[config.mk]
export PLATFORM = sky130hd
export DESIGN_NAME = stride_prefetch_table
export DESIGN_NICKNAME = d
export VERILOG_FILES = /design/src/rtl/stp_pkg.sv /design/src/rtl/stp_table.sv /design/src/rtl/stp_update.sv /design/src/rtl/stp_out.sv /design/src/rtl/stride_prefetch_table.sv
export SDC_FILE = /design/constraint.sdc
export NUM_CORES = 2
export LEC_CHECK = 0
export BUFFER_PORTS_ARGS = -buffer_cell sky130_fd_sc_hd__buf_2
export CORE_MARGIN = 2
export CORE_UTILIZATION = 60
export CTS_CLUSTER_DIAMETER = 60
export DETAILED_ROUTE_END_ITERATION = 12
export PLACE_DENSITY = 0.76
export SLEW_MARGIN = 40
export SYNTH_ARGS = -nofsm -noshare
export SYNTH_HDL_FRONTEND = slang
export SYNTH_HIERARCHICAL = 1
export SYNTH_SLANG_ARGS = --single-unit
[constraint.sdc]
create_clock -name clk -period 9.3 [get_ports clk]
set_clock_uncertainty 0.2 [all_clocks]
set_input_delay 0.465 -clock clk [delete_from_list [all_inputs] [get_ports clk]]
set_output_delay 0.465 -clock clk [all_outputs]
set_load 0.02 [all_outputs]
[src/rtl/stp_pkg.sv]
package stp_pkg;

  typedef enum logic [1:0] {
    CONF_INIT   = 2'd0,
    CONF_TRANS  = 2'd1,
    CONF_STEADY = 2'd2,
    CONF_NOPRED = 2'd3
  } conf_e;

  // Next confidence state for a hit, given whether the new difference matched.
  function automatic conf_e conf_next(input conf_e cur, input logic match);
    unique case (cur)
      CONF_INIT:   conf_next = match ? CONF_STEADY : CONF_TRANS;
      CONF_TRANS:  conf_next = match ? CONF_STEADY : CONF_NOPRED;
      CONF_STEADY: conf_next = match ? CONF_STEADY : CONF_INIT;
      default:     conf_next = match ? CONF_TRANS  : CONF_NOPRED;
    endcase
  endfunction

  // Whether a mismatch in this state replaces the stored step.
  function automatic logic conf_takes_step(input conf_e cur);
    conf_takes_step = (cur != CONF_STEADY);
  endfunction

endpackage

[src/rtl/stp_table.sv]
module stp_table
  import stp_pkg::*;
#(
  parameter int IDX_W  = 4,
  parameter int TAG_W  = 26,
  parameter int ADDR_W = 32
) (
  input  logic              clk,
  input  logic              rst_n,
  // read port (combinational)
  input  logic [IDX_W-1:0]  rd_idx,
  input  logic [TAG_W-1:0]  rd_tag,
  output logic              rd_hit,
  output logic [ADDR_W-1:0] rd_prev,
  output logic [ADDR_W-1:0] rd_step,
  output conf_e             rd_conf,
  // write port
  input  logic              wr_en,
  input  logic [IDX_W-1:0]  wr_idx,
  input  logic [TAG_W-1:0]  wr_tag,
  input  logic [ADDR_W-1:0] wr_prev,
  input  logic [ADDR_W-1:0] wr_step,
  input  conf_e             wr_conf
);

  localparam int ENTRIES = 1 << IDX_W;

  logic              slot_vld  [ENTRIES];
  logic [TAG_W-1:0]  slot_tag  [ENTRIES];
  logic [ADDR_W-1:0] slot_prev [ENTRIES];
  logic [ADDR_W-1:0] slot_step [ENTRIES];
  conf_e             slot_conf [ENTRIES];

  for (genvar e = 0; e < ENTRIES; e++) begin : g_slot
    always_ff @(posedge clk or negedge rst_n) begin
      if (!rst_n) begin
        slot_vld[e]  <= 1'b0;
        slot_tag[e]  <= '0;
        slot_prev[e] <= '0;
        slot_step[e] <= '0;
        slot_conf[e] <= CONF_INIT;
      end else if (wr_en && (wr_idx == IDX_W'(e))) begin
        slot_vld[e]  <= 1'b1;
        slot_tag[e]  <= wr_tag;
        slot_prev[e] <= wr_prev;
        slot_step[e] <= wr_step;
        slot_conf[e] <= wr_conf;
      end
    end
  end

  always_comb begin
    rd_hit  = slot_vld[rd_idx] && (slot_tag[rd_idx] == rd_tag);
    rd_prev = slot_prev[rd_idx];
    rd_step = slot_step[rd_idx];
    rd_conf = slot_conf[rd_idx];
  end

endmodule

[src/rtl/stp_update.sv]
module stp_update
  import stp_pkg::*;
#(
  parameter int ADDR_W = 32
) (
  input  logic              hit,
  input  logic [ADDR_W-1:0] cur_addr,
  input  logic [ADDR_W-1:0] old_prev,
  input  logic [ADDR_W-1:0] old_step,
  input  conf_e             old_conf,
  output logic [ADDR_W-1:0] new_step,
  output conf_e             new_conf,
  output logic              issue,
  output logic [ADDR_W-1:0] issue_addr
);

  logic [ADDR_W-1:0] diff;
  logic              match;

  always_comb begin
    diff  = cur_addr - old_prev;
    match = (diff == old_step);
    if (!hit) begin
      new_step = '0;
      new_conf = CONF_INIT;
    end else begin
      new_conf = conf_next(old_conf, match);
      new_step = (!match && conf_takes_step(old_conf)) ? diff : old_step;
    end
    issue      = hit && (new_conf == CONF_STEADY) && (new_step != '0);
    issue_addr = cur_addr + new_step;
  end

endmodule

[src/rtl/stp_out.sv]
module stp_out #(
  parameter int ADDR_W = 32
) (
  input  logic              clk,
  input  logic              rst_n,
  input  logic              acc_valid,
  output logic              acc_ready,
  output logic              acc_fire,
  input  logic              issue,
  input  logic [ADDR_W-1:0] issue_addr,
  output logic              pf_valid,
  input  logic              pf_ready,
  output logic [ADDR_W-1:0] pf_addr
);

  assign acc_ready = !pf_valid || pf_ready;
  assign acc_fire  = acc_valid && acc_ready;

  always_ff @(posedge clk or negedge rst_n) begin
    if (!rst_n) begin
      pf_valid <= 1'b0;
      pf_addr  <= '0;
    end else if (acc_fire) begin
      pf_valid <= issue;
      if (issue) pf_addr <= issue_addr;
    end else if (pf_ready) begin
      pf_valid <= 1'b0;
    end
  end

  // a stalled request stays put
  a_r10_hold_stalled: assert property (@(posedge clk) disable iff (!rst_n)
    (pf_valid && !pf_ready) |=> (pf_valid && $stable(pf_addr)));

  // no access is taken while the request is stalled
  a_r10_refuse_when_stalled: assert property (@(posedge clk) disable iff (!rst_n)
    (pf_valid && !pf_ready) |-> !acc_ready);

  // a request only appears after an accepted access
  a_r12_no_spontaneous: assert property (@(posedge clk) disable iff (!rst_n)
    (!acc_fire && !pf_valid) |=> !pf_valid);

endmodule

[src/rtl/stride_prefetch_table.sv]
module stride_prefetch_table
  import stp_pkg::*;
#(
  parameter int PC_W   = 32,
  parameter int ADDR_W = 32,
  parameter int IDX_W  = 4
) (
  input  logic              clk,
  input  logic              rst_n,
  input  logic              acc_valid,
  output logic              acc_ready,
  input  logic [PC_W-1:0]   acc_pc,
  input  logic [ADDR_W-1:0] acc_addr,
  output logic              pf_valid,
  input  logic              pf_ready,
  output logic [ADDR_W-1:0] pf_addr
);

  localparam int IDX_LO = 2;
  localparam int TAG_LO = IDX_LO + IDX_W;
  localparam int TAG_W  = PC_W - TAG_LO;

  logic [IDX_W-1:0]  idx;
  logic [TAG_W-1:0]  tag;
  logic              unused_pc_lo;
  logic              hit;
  logic [ADDR_W-1:0] old_prev, old_step, new_step, issue_addr;
  conf_e             old_conf, new_conf;
  logic              issue, acc_fire;

  assign idx          = acc_pc[TAG_LO-1:IDX_LO];
  assign tag          = acc_pc[PC_W-1:TAG_LO];
  assign unused_pc_lo = ^acc_pc[IDX_LO-1:0];

  stp_table #(.IDX_W(IDX_W), .TAG_W(TAG_W), .ADDR_W(ADDR_W)) u_table (
    .clk     (clk),
    .rst_n   (rst_n),
    .rd_idx  (idx),
    .rd_tag  (tag),
    .rd_hit  (hit),
    .rd_prev (old_prev),
    .rd_step (old_step),
    .rd_conf (old_conf),
    .wr_en   (acc_fire),
    .wr_idx  (idx),
    .wr_tag  (tag),
    .wr_prev (acc_addr),
    .wr_step (new_step),
    .wr_conf (new_conf)
  );

  stp_update #(.ADDR_W(ADDR_W)) u_update (
    .hit        (hit),
    .cur_addr   (acc_addr),
    .old_prev   (old_prev),
    .old_step   (old_step),
    .old_conf   (old_conf),
    .new_step   (new_step),
    .new_conf   (new_conf),
    .issue      (issue),
    .issue_addr (issue_addr)
  );

  stp_out #(.ADDR_W(ADDR_W)) u_out (
    .clk        (clk),
    .rst_n      (rst_n),
    .acc_valid  (acc_valid),
    .acc_ready  (acc_ready),
    .acc_fire   (acc_fire),
    .issue      (issue),
    .issue_addr (issue_addr),
    .pf_valid   (pf_valid),
    .pf_ready   (pf_ready),
    .pf_addr    (pf_addr)
  );

  // a miss never leaves a request behind
  a_r3_miss_silent: assert property (@(posedge clk) disable iff (!rst_n)
    (acc_fire && !hit) |=> !pf_valid);

  // a zero difference never yields a request
  a_r9_zero_step_silent: assert property (@(posedge clk) disable iff (!rst_n)
    (acc_fire && hit && (acc_addr == old_prev)) |=> !pf_valid);

  // a confirmed nonzero step in steady always issues
  a_r8_steady_issues: assert property (@(posedge clk) disable iff (!rst_n)
    (acc_fire && hit && (old_conf == CONF_STEADY) && (acc_addr != old_prev)
     && ((acc_addr - old_prev) == old_step))
    |=> (pf_valid && (pf_addr == $past(acc_addr + old_step))));

endmodule

Word level (Yosys, flattened, before mapping)
Index checks and enable logic that the tools add are counted.
{ "word_totals": {"reg_bits": 1521, "inputBits": 68, "output_inout_bits": 34, "wordCells": 161} }
{ "op_classes": {"n_addsub": 2, "order_cmp": 1, "n_eq_ne": 21, "muxes": 25, "n_bitwise": 1, "reduce_logical": 29} }
{ "op_table": {"columns": ["operator", "count"], "rows": [
  ["$bmux W32 S4", 2],
  ["$mux W32", 6],
  ["$bmux W26 S4", 1],
  ["$mux W26", 2],
  ["$add A32 B32 Y32", 1],
  ["$eq A32 B32 Y1", 1],
  ["$eq A4 B4 Y1 const B", 8],
  ["$reduce_bool A32 Y1", 1],
  ["$sub A32 B32 Y32", 1],
  ["$eq A26 B26 Y1", 1],
  ["$logic_and A1 B1 Y1", 21],
  ["$eq A4 B3 Y1 const B", 4],
  ["$mux W2", 6],
  ["$bmux W2 S4", 1],
  ["$eq A4 B2 Y1 const B", 2],
  ["$pmux W2 S3", 1],
  ["$ge A5 B5 Y1 const B", 1],
  ["$mux W1", 5],
  ["$not A4 Y5", 1],
  ["$bmux W1 S4", 1],
  ["$eq A2 B2 Y1 const B", 2],
  ["$eq A4 B1 Y1 const B", 1],
  ["$logic_not A4 Y1", 1],
  ["$eq A2 B1 Y1 const B", 1],
  ["6 further kinds", 7]
]} }

Logic depth before layout (Yosys ltp)
{ "logic_depth": {"word_depth": 13, "ltp_mapped": 40, "ltp_nobuf": 30} }

Modules after synthesis
The synthesis kept the hierarchy.
{ "modules_own_cells": {"columns": ["module", "instances", "cells_per_inst", "area_each_um2", "seq_area_each_um2"], "rows": [
  ["stp_table", 1, 3990, 66847.9, 37235.7],
  ["stp_update", 1, 887, 5921.9, 0.0],
  ["stp_out", 1, 74, 1412.6, 825.8]
]} }

Least setup slack after synthesis
Ideal clock, no wire load.
{ "synth_path": {"path_type": "input-to-reg", "startpoint": "input port acc_pc[3]", "endpoint": "register u_out.pf_addr[24]", "setup_time_ns": 0.125, "t_arrival_ns": 8.662, "required_time_ns": 8.975, "path_slack_ns": 0.313, "path_stages": 39, "n_path_buf": 10, "cell_sequence": "buf_6 -> buf_12 -> buf_6 -> buf_6 -> buf_4 -> buf_4 -> clkbuf_1 -> clkbuf_1 -> mux4_2 -> mux4_2 -> ha_1 -> fa_1 -> nand2b_1 -> a211oi_2 -> o21ai_2 -> o21ai_1 -> xor3_1 -> a211o_1 -> (+3 left out) -> buf_6 -> buf_2 -> mux2i_1 -> nor2_1 -> ha_1 -> nor2b_1 -> o21ai_0 -> nand2b_1 -> a21o_1 -> a21oi_1 -> nor2b_1 -> nor2_1 -> nand3b_1 -> a31o_2 -> a31oi_1 -> o21bai_1 -> xor2_1 -> mux2_4"} }
{ "synth_between": {"word_cells_on_any_way": 40, "cone_classes": "add/sub (2); eq/ne (6); mux (23); bitwise (1); reduce/logical (8)"} }
{ "synth_rtl": {"columns": ["item", "line", "source"], "rows": [
  ["from (decl)", "stride_prefetch_table.sv:12", "input logic [PC_W-1:0] acc_pc,"],
  ["$not A4 Y5 (not written as such) (*)", "stp_table.sv:54", "rd_prev = slot_prev[rd_idx];"],
  ["$bmux W32 S4 (*)", "stp_table.sv:54", null],
  ["$mux W32 (not written as such) (*) (2 in a row)", "stp_table.sv:54", null],
  ["via old_prev[0]", "stride_prefetch_table.sv:27", "logic [ADDR_W-1:0] old_prev, old_step, new_step, issue_addr;"],
  ["$sub A32 B32 Y32 (*)", "stp_update.sv:21", "diff = cur_addr - old_prev;"],
  ["$eq A32 B32 Y1", "stp_update.sv:22", "match = (diff == old_step);"],
  ["$logic_not A1 Y1", "stp_update.sv:28", "new_step = (!match && conf_takes_step(old_conf)) ? diff : old_step;"],
  ["$logic_and A1 B1 Y1", "stp_update.sv:28", null],
  ["$mux W32 (*)", "stp_update.sv:28", null],
  ["$mux W32 (*)", "stp_update.sv:23", "if (!hit) begin"],
  ["via new_step[10]", "stride_prefetch_table.sv:27", null],
  ["$add A32 B32 Y32 (*)", "stp_update.sv:31", "issue_addr = cur_addr + new_step;"],
  ["via issue_addr[24]", "stride_prefetch_table.sv:27", null],
  ["to (signal assigned)", "stp_out.sv:25", "if (issue) pf_addr <= issue_addr;"],
  ["to (decl)", "stp_out.sv:13", "output logic [ADDR_W-1:0] pf_addr"]
]} }
Mark *: on every way through the listed nets, which the timed path passes. The rest lies on a longest branch. The select of a mux whose other input is x is not followed.
A chain may end at the register's enable or synchronous reset.

Final worst setup path
{ "layout_path": {"startpoint": "register u_table/slot_prev[128] (netlist bit)", "endpoint": "register u_out.pf_addr[24]"} }
{ "layout_between": {"word_cells_on_any_way": 21, "cone_classes": "add/sub (2); eq/ne (2); mux (11); reduce/logical (6)"} }
{ "layout_rtl": {"columns": ["item", "line", "source"], "rows": [
  ["from (decl)", "stp_table.sv:30", "logic [ADDR_W-1:0] slot_prev [ENTRIES];"],
  ["from (signal, indexed assignment)", "stp_table.sv:45", "slot_prev[e] <= wr_prev;"],
  ["$bmux W32 S4 (*)", "stp_table.sv:54", null],
  ["$mux W32 (not written as such) (*) (2 in a row)", "stp_table.sv:54", null],
  ["via old_prev[0]", "stride_prefetch_table.sv:27", null],
  ["$sub A32 B32 Y32 (*)", "stp_update.sv:21", null],
  ["$eq A32 B32 Y1", "stp_update.sv:22", null],
  ["$logic_not A1 Y1", "stp_update.sv:28", null],
  ["$logic_and A1 B1 Y1", "stp_update.sv:28", null],
  ["$mux W32 (*)", "stp_update.sv:28", null],
  ["$mux W32 (*)", "stp_update.sv:23", null],
  ["via new_step[8]", "stride_prefetch_table.sv:27", null],
  ["$add A32 B32 Y32 (*)", "stp_update.sv:31", null],
  ["via issue_addr[24]", "stride_prefetch_table.sv:27", null]
]} }
Marked as above.

==> results <==
- The run finished with clean final reports.
- The data required time of the critical path is 9.78 ns.
- On the worst path, the slowest cell contributes a delay of just under 0.6 ns.
- The worst hold path belongs to the class input port to flip-flop.
- The number of instances on the worst hold path is 2.
- Port buffering added 99 buffers.
- The slew of the pin with the lowest slew margin is 0.864 ns.
- The post-CTS setup-driven buffer insertion count is 0.
- The routed wire length is 186,000 um.
- The number of global-route vias before repair came to 46,300.
- In this run the clock root is driven by a sky130_fd_sc_hd__clkbuf_16.
- In this run the critical register-to-register path is launched from u_table/slot_prev[128].
- The total area of multi-input combinational cells is 0.0341 mm2.
- The mean instance size in the synthesized netlist is 15.0 um2.
- The cell with the most instances after synthesis is sky130_fd_sc_hd__dfrtp_1.
- Overall power consumption after layout is estimated at 17.7 mW.
- After synthesis the netlist holds a flip-flop and latch count of ~1,500.
- Pin placement for this block handled 102 I/O pins.
- The via-per-instance ratio is about 6.5.
- Together, buffers and inverters on the worst path number 2.
- The largest net degree at the start of global routing is 165.
- Synthesis produced a netlist with a net count of approximately 5,100.
- The CTS H-tree depth is 4.
- The die covers 0.126 mm2.
- The first global-routing pass estimated approximately 290,000 um of wire.
- The max-slew violation count is 0.
- The last weighted congestion value of the routability-driven placer is 0.991.
- Setup violations remaining at the end of the flow were counted as 0.
- The endpoint identified for the worst register-to-register timing path is u_out/pf_addr[24].
- The detailed-route wire length per cell is approximately 27 um.
- In this run the remaining antenna-violating nets after routing total 0.
- The worst-path cell with the longest stage delay is sky130_fd_sc_hd__or4_4.
- The fraction of final layout cells with drive strength greater than 1 is 48.7%.
- The biggest area consumer among synthesized cells is sky130_fd_sc_hd__dfrtp_1.
- The worst setup path is launched from a flip-flop.
- The leakage power summed over all cells is around 37 nW.
- The number of placement rows is 129.
- The number of clock buffers added by TritonCTS is between 150 and 200.
- The core region is 0.123 mm2.
- The worst setup path is of the flip-flop to flip-flop kind.
- The origin of the worst min-delay path is acc_pc[11].
- Tracing the worst setup path back leads to its startpoint at u_table/slot_prev[128].
- The global routing usage summed across all routing layers is 30.0%.
- The clock latency at the later pin of the worst-skew pair is 0.82 ns.
- The fraction of synthesized cell area taken by the top area cell type is 51.3%.
- The highest clock rate is 118 MHz.
- Power spread over the standard cell area amounts to between 200 and 250 mW/mm2.
- The share of flip-flops with an asynchronous set or reset after synthesis is 100%.
- The worst-case reg-to-reg path depth is 32.
- The worst pin sits at a relative slew slack of between 40% and 50%.
- The top flip-flop cell by instance count after synthesis is sky130_fd_sc_hd__dfrtp_1.
- The sequential cells in the finished layout cover a total of 0.0381 mm2.
- The total half-perimeter wirelength after legalization and detailed placement is 114,000 um.
- The count of different cell masters after synthesis is 100.
- The path with the worst hold slack has its endpoint at u_table/slot_tag[161].
- The worst hold-check slack is 0.0540 ns.
- Data arrives at the worst endpoint at 8.99 ns.
- STA classifies the critical path endpoint as a flip-flop.
- The commonest cells after synthesis are 1,521 x sky130_fd_sc_hd__dfrtp_1, 1,479 x sky130_fd_sc_hd__mux2_2, 423 x sky130_fd_sc_hd__mux4_2, 299 x sky130_fd_sc_hd__clkbuf_1, 98 x sky130_fd_sc_hd__nor2_1.
- The area growth from synthesis to layout is 11.5%.
- The post-synthesis instance area is ~0.074 mm2.
- The tool flagged a number of max-cap violations equal to 0.
- The maximum vdd drop is 0.213 mV.
- Yosys printed 6 warnings.
- The die extent in y is between 300 and 400 um.
- Of all nets on the critical path, the largest fanout is 9.
- The setup check on the worst reg-to-reg path leaves a slack of just under 0.8 ns.
- The finished cells cover about 0.083 mm2.
- Fill cells in the final layout number 8,349.
- The number of optimization iterations in the first detailed-route pass is 6.
- No sink is reached through more buffers than the 3 on the longest clock path.
- Ranked by total cell area, the synthesized netlist is headed by sky130_fd_sc_hd__dfrtp_1 51%, sky130_fd_sc_hd__mux2_2 22%, sky130_fd_sc_hd__mux4_2 13%, sky130_fd_sc_hd__clkbuf_1 1.5%, sky130_fd_sc_hd__ha_1 1.1%.
- The routed layout has 44,200 vias.
- For this run the aggregate overflow at the end of global routing stands at 0.
- After technology mapping, the gate count stands at 4,951.
- The clock sink total is 1,521.
- The effective utilization at floorplan is 60.2%.
- The initial antenna violation count is 2.
- The count of final hold-check violations is 0.
- Sequential cells were found to cover 51.3% of the synthesized design area.
- After detailed placement, the total cell area comes to 0.0768 mm2.
- The total number of nets in the final design is between 5,000 and 6,000.
- Setup repair after global routing left no endpoint under its margin.
- The CTS tree is built.
- Subtracting the final worst setup slack from the clock period gives 8.51 ns.
- The clock-pin transition on the worst setup and hold timing paths is around 0.06 ns.
- The remaining routing DRC violations is 0.
- Yosys mapped a number of flops with a built-in enable equal to 0.
- Summed over all failing endpoints, the final setup total negative slack is 0 ns.
- In this design, the largest share of critical-path delay is due to compound AO/OA/AOI/OAI gates.
- The die width is 356 um.
- The iteration-0 DRC count of the detailed router is 3,876.
- The post-route clock period utilization is 91.5%.
[sequential cells by signal, indices dropped and copies added, names as in the netlist]
register           flops
u_table/slot_vld      16
u_out/pf_valid         1
u_table/slot_step    512
u_out/pf_addr         32
u_table/slot_prev    512
u_table/slot_conf     32
u_table/slot_tag     416
[per-stage QoR]
stage               worst slack (ns)  cells  util [%]
detailed placement             0.461   6440      62.3
CTS                            0.972   6784      67.1
global route                   0.556   6789      67.2
finish                         0.790   6790      67.2
global placement               0.442   6427      62.1
floorplan                      0.313   4951         -
[timing repair]
item | in CTS | in global routing
gates resized for setup | 0 | 0
hold endpoints to repair | 880 | 24
hold buffers | 54 | 1
[worst max-delay path by stage]
stage | endpoint | slack [ns] | cells past startpoint
2_1_floorplan | u_out/pf_addr[24] | 0.31 | 39
3_3_place_gp | u_out/pf_addr[30] | 0.44 | 26
3_5_place_dp | u_out/pf_addr[24] | 0.46 | 33
4_1_cts | u_out/pf_addr[24] | 0.97 | 32
5_1_grt | u_out/pf_addr[24] | 0.56 | 32
6_report | u_out/pf_addr[24] | 0.79 | 32
[logic make-up after synthesis]
kind of cell               count (synthesis)  share of synthesized area, %
AOI/OAI and AO/OA                        342                          3.20
muxes                                   2012                          37.3
and+or+nand+nor                          426                          3.03
adders and majority gates                 65                          1.10
xor gates and xnor gates                 101                          1.27
DFF                                     1521                          51.3
buffers and inverters                    484                          2.83
[layout by cell type, fill, tap and decap left out, types with 31 or more instances in the layout]
cell and count:
sky130_fd_sc_hd__mux2i_1 67, sky130_fd_sc_hd__buf_2 95, sky130_fd_sc_hd__a21oi_1 92, sky130_fd_sc_hd__clkbuf_16 163, sky130_fd_sc_hd__nor3_1 31, sky130_fd_sc_hd__clkbuf_1 40, sky130_fd_sc_hd__buf_4 117, sky130_fd_sc_hd__o21ai_0 42
sky130_fd_sc_hd__dfrtp_1 1521, sky130_fd_sc_hd__mux4_2 423, sky130_fd_sc_hd__dlygate4sd3_1 55, sky130_fd_sc_hd__nand2_1 83, sky130_fd_sc_hd__mux2_2 1479, sky130_fd_sc_hd__xnor2_1 65, sky130_fd_sc_hd__clkbuf_8 42, sky130_fd_sc_hd__xor2_1 32
sky130_fd_sc_hd__inv_1 73, sky130_fd_sc_hd__a21o_1 31, sky130_fd_sc_hd__nor2_1 86, sky130_fd_sc_hd__ha_1 63
[layout make-up]
| class | instances | area share (%) |
|---|---|---|
| sequential | 1521 | 46.0 |
| multi-input combinational | 2946 | 41.3 |
| clock buffer | 243 | 5.78 |
| timing repair buffer | 319 | 3.50 |
| tap | 1637 | 2.48 |
| clock inverter | 47 | 0.587 |
| inverter | 76 | 0.351 |
| antenna | 1 | 0.00303 |
[power by group]
| group | leakage, nW | internal (mW) | total, mW | switching (mW) |
|---|---|---|---|---|
| sequential | 19.6 | 7.57 | 8.03 | 0.463 |
| clock | 2.58 | 3.63 | 6.34 | 2.71 |
| combinational | 15.1 | 1.77 | 3.36 | 1.59 |
[per-layer routing]
| layer | GRT usage, % | vias up | wire (um) |
|---|---|---|---|
| met5 | 0 | - | 7 |
| met4 | 9.58 | 2 | 5470 |
| met3 | 4.90 | 310 | 9850 |
| met2 | 47.6 | 1268 | 89100 |
| met1 | 43.0 | 23900 | 81500 |
| li1 | - | 18700 | - |
Note: power is estimated with default switching activity, not from simulation.
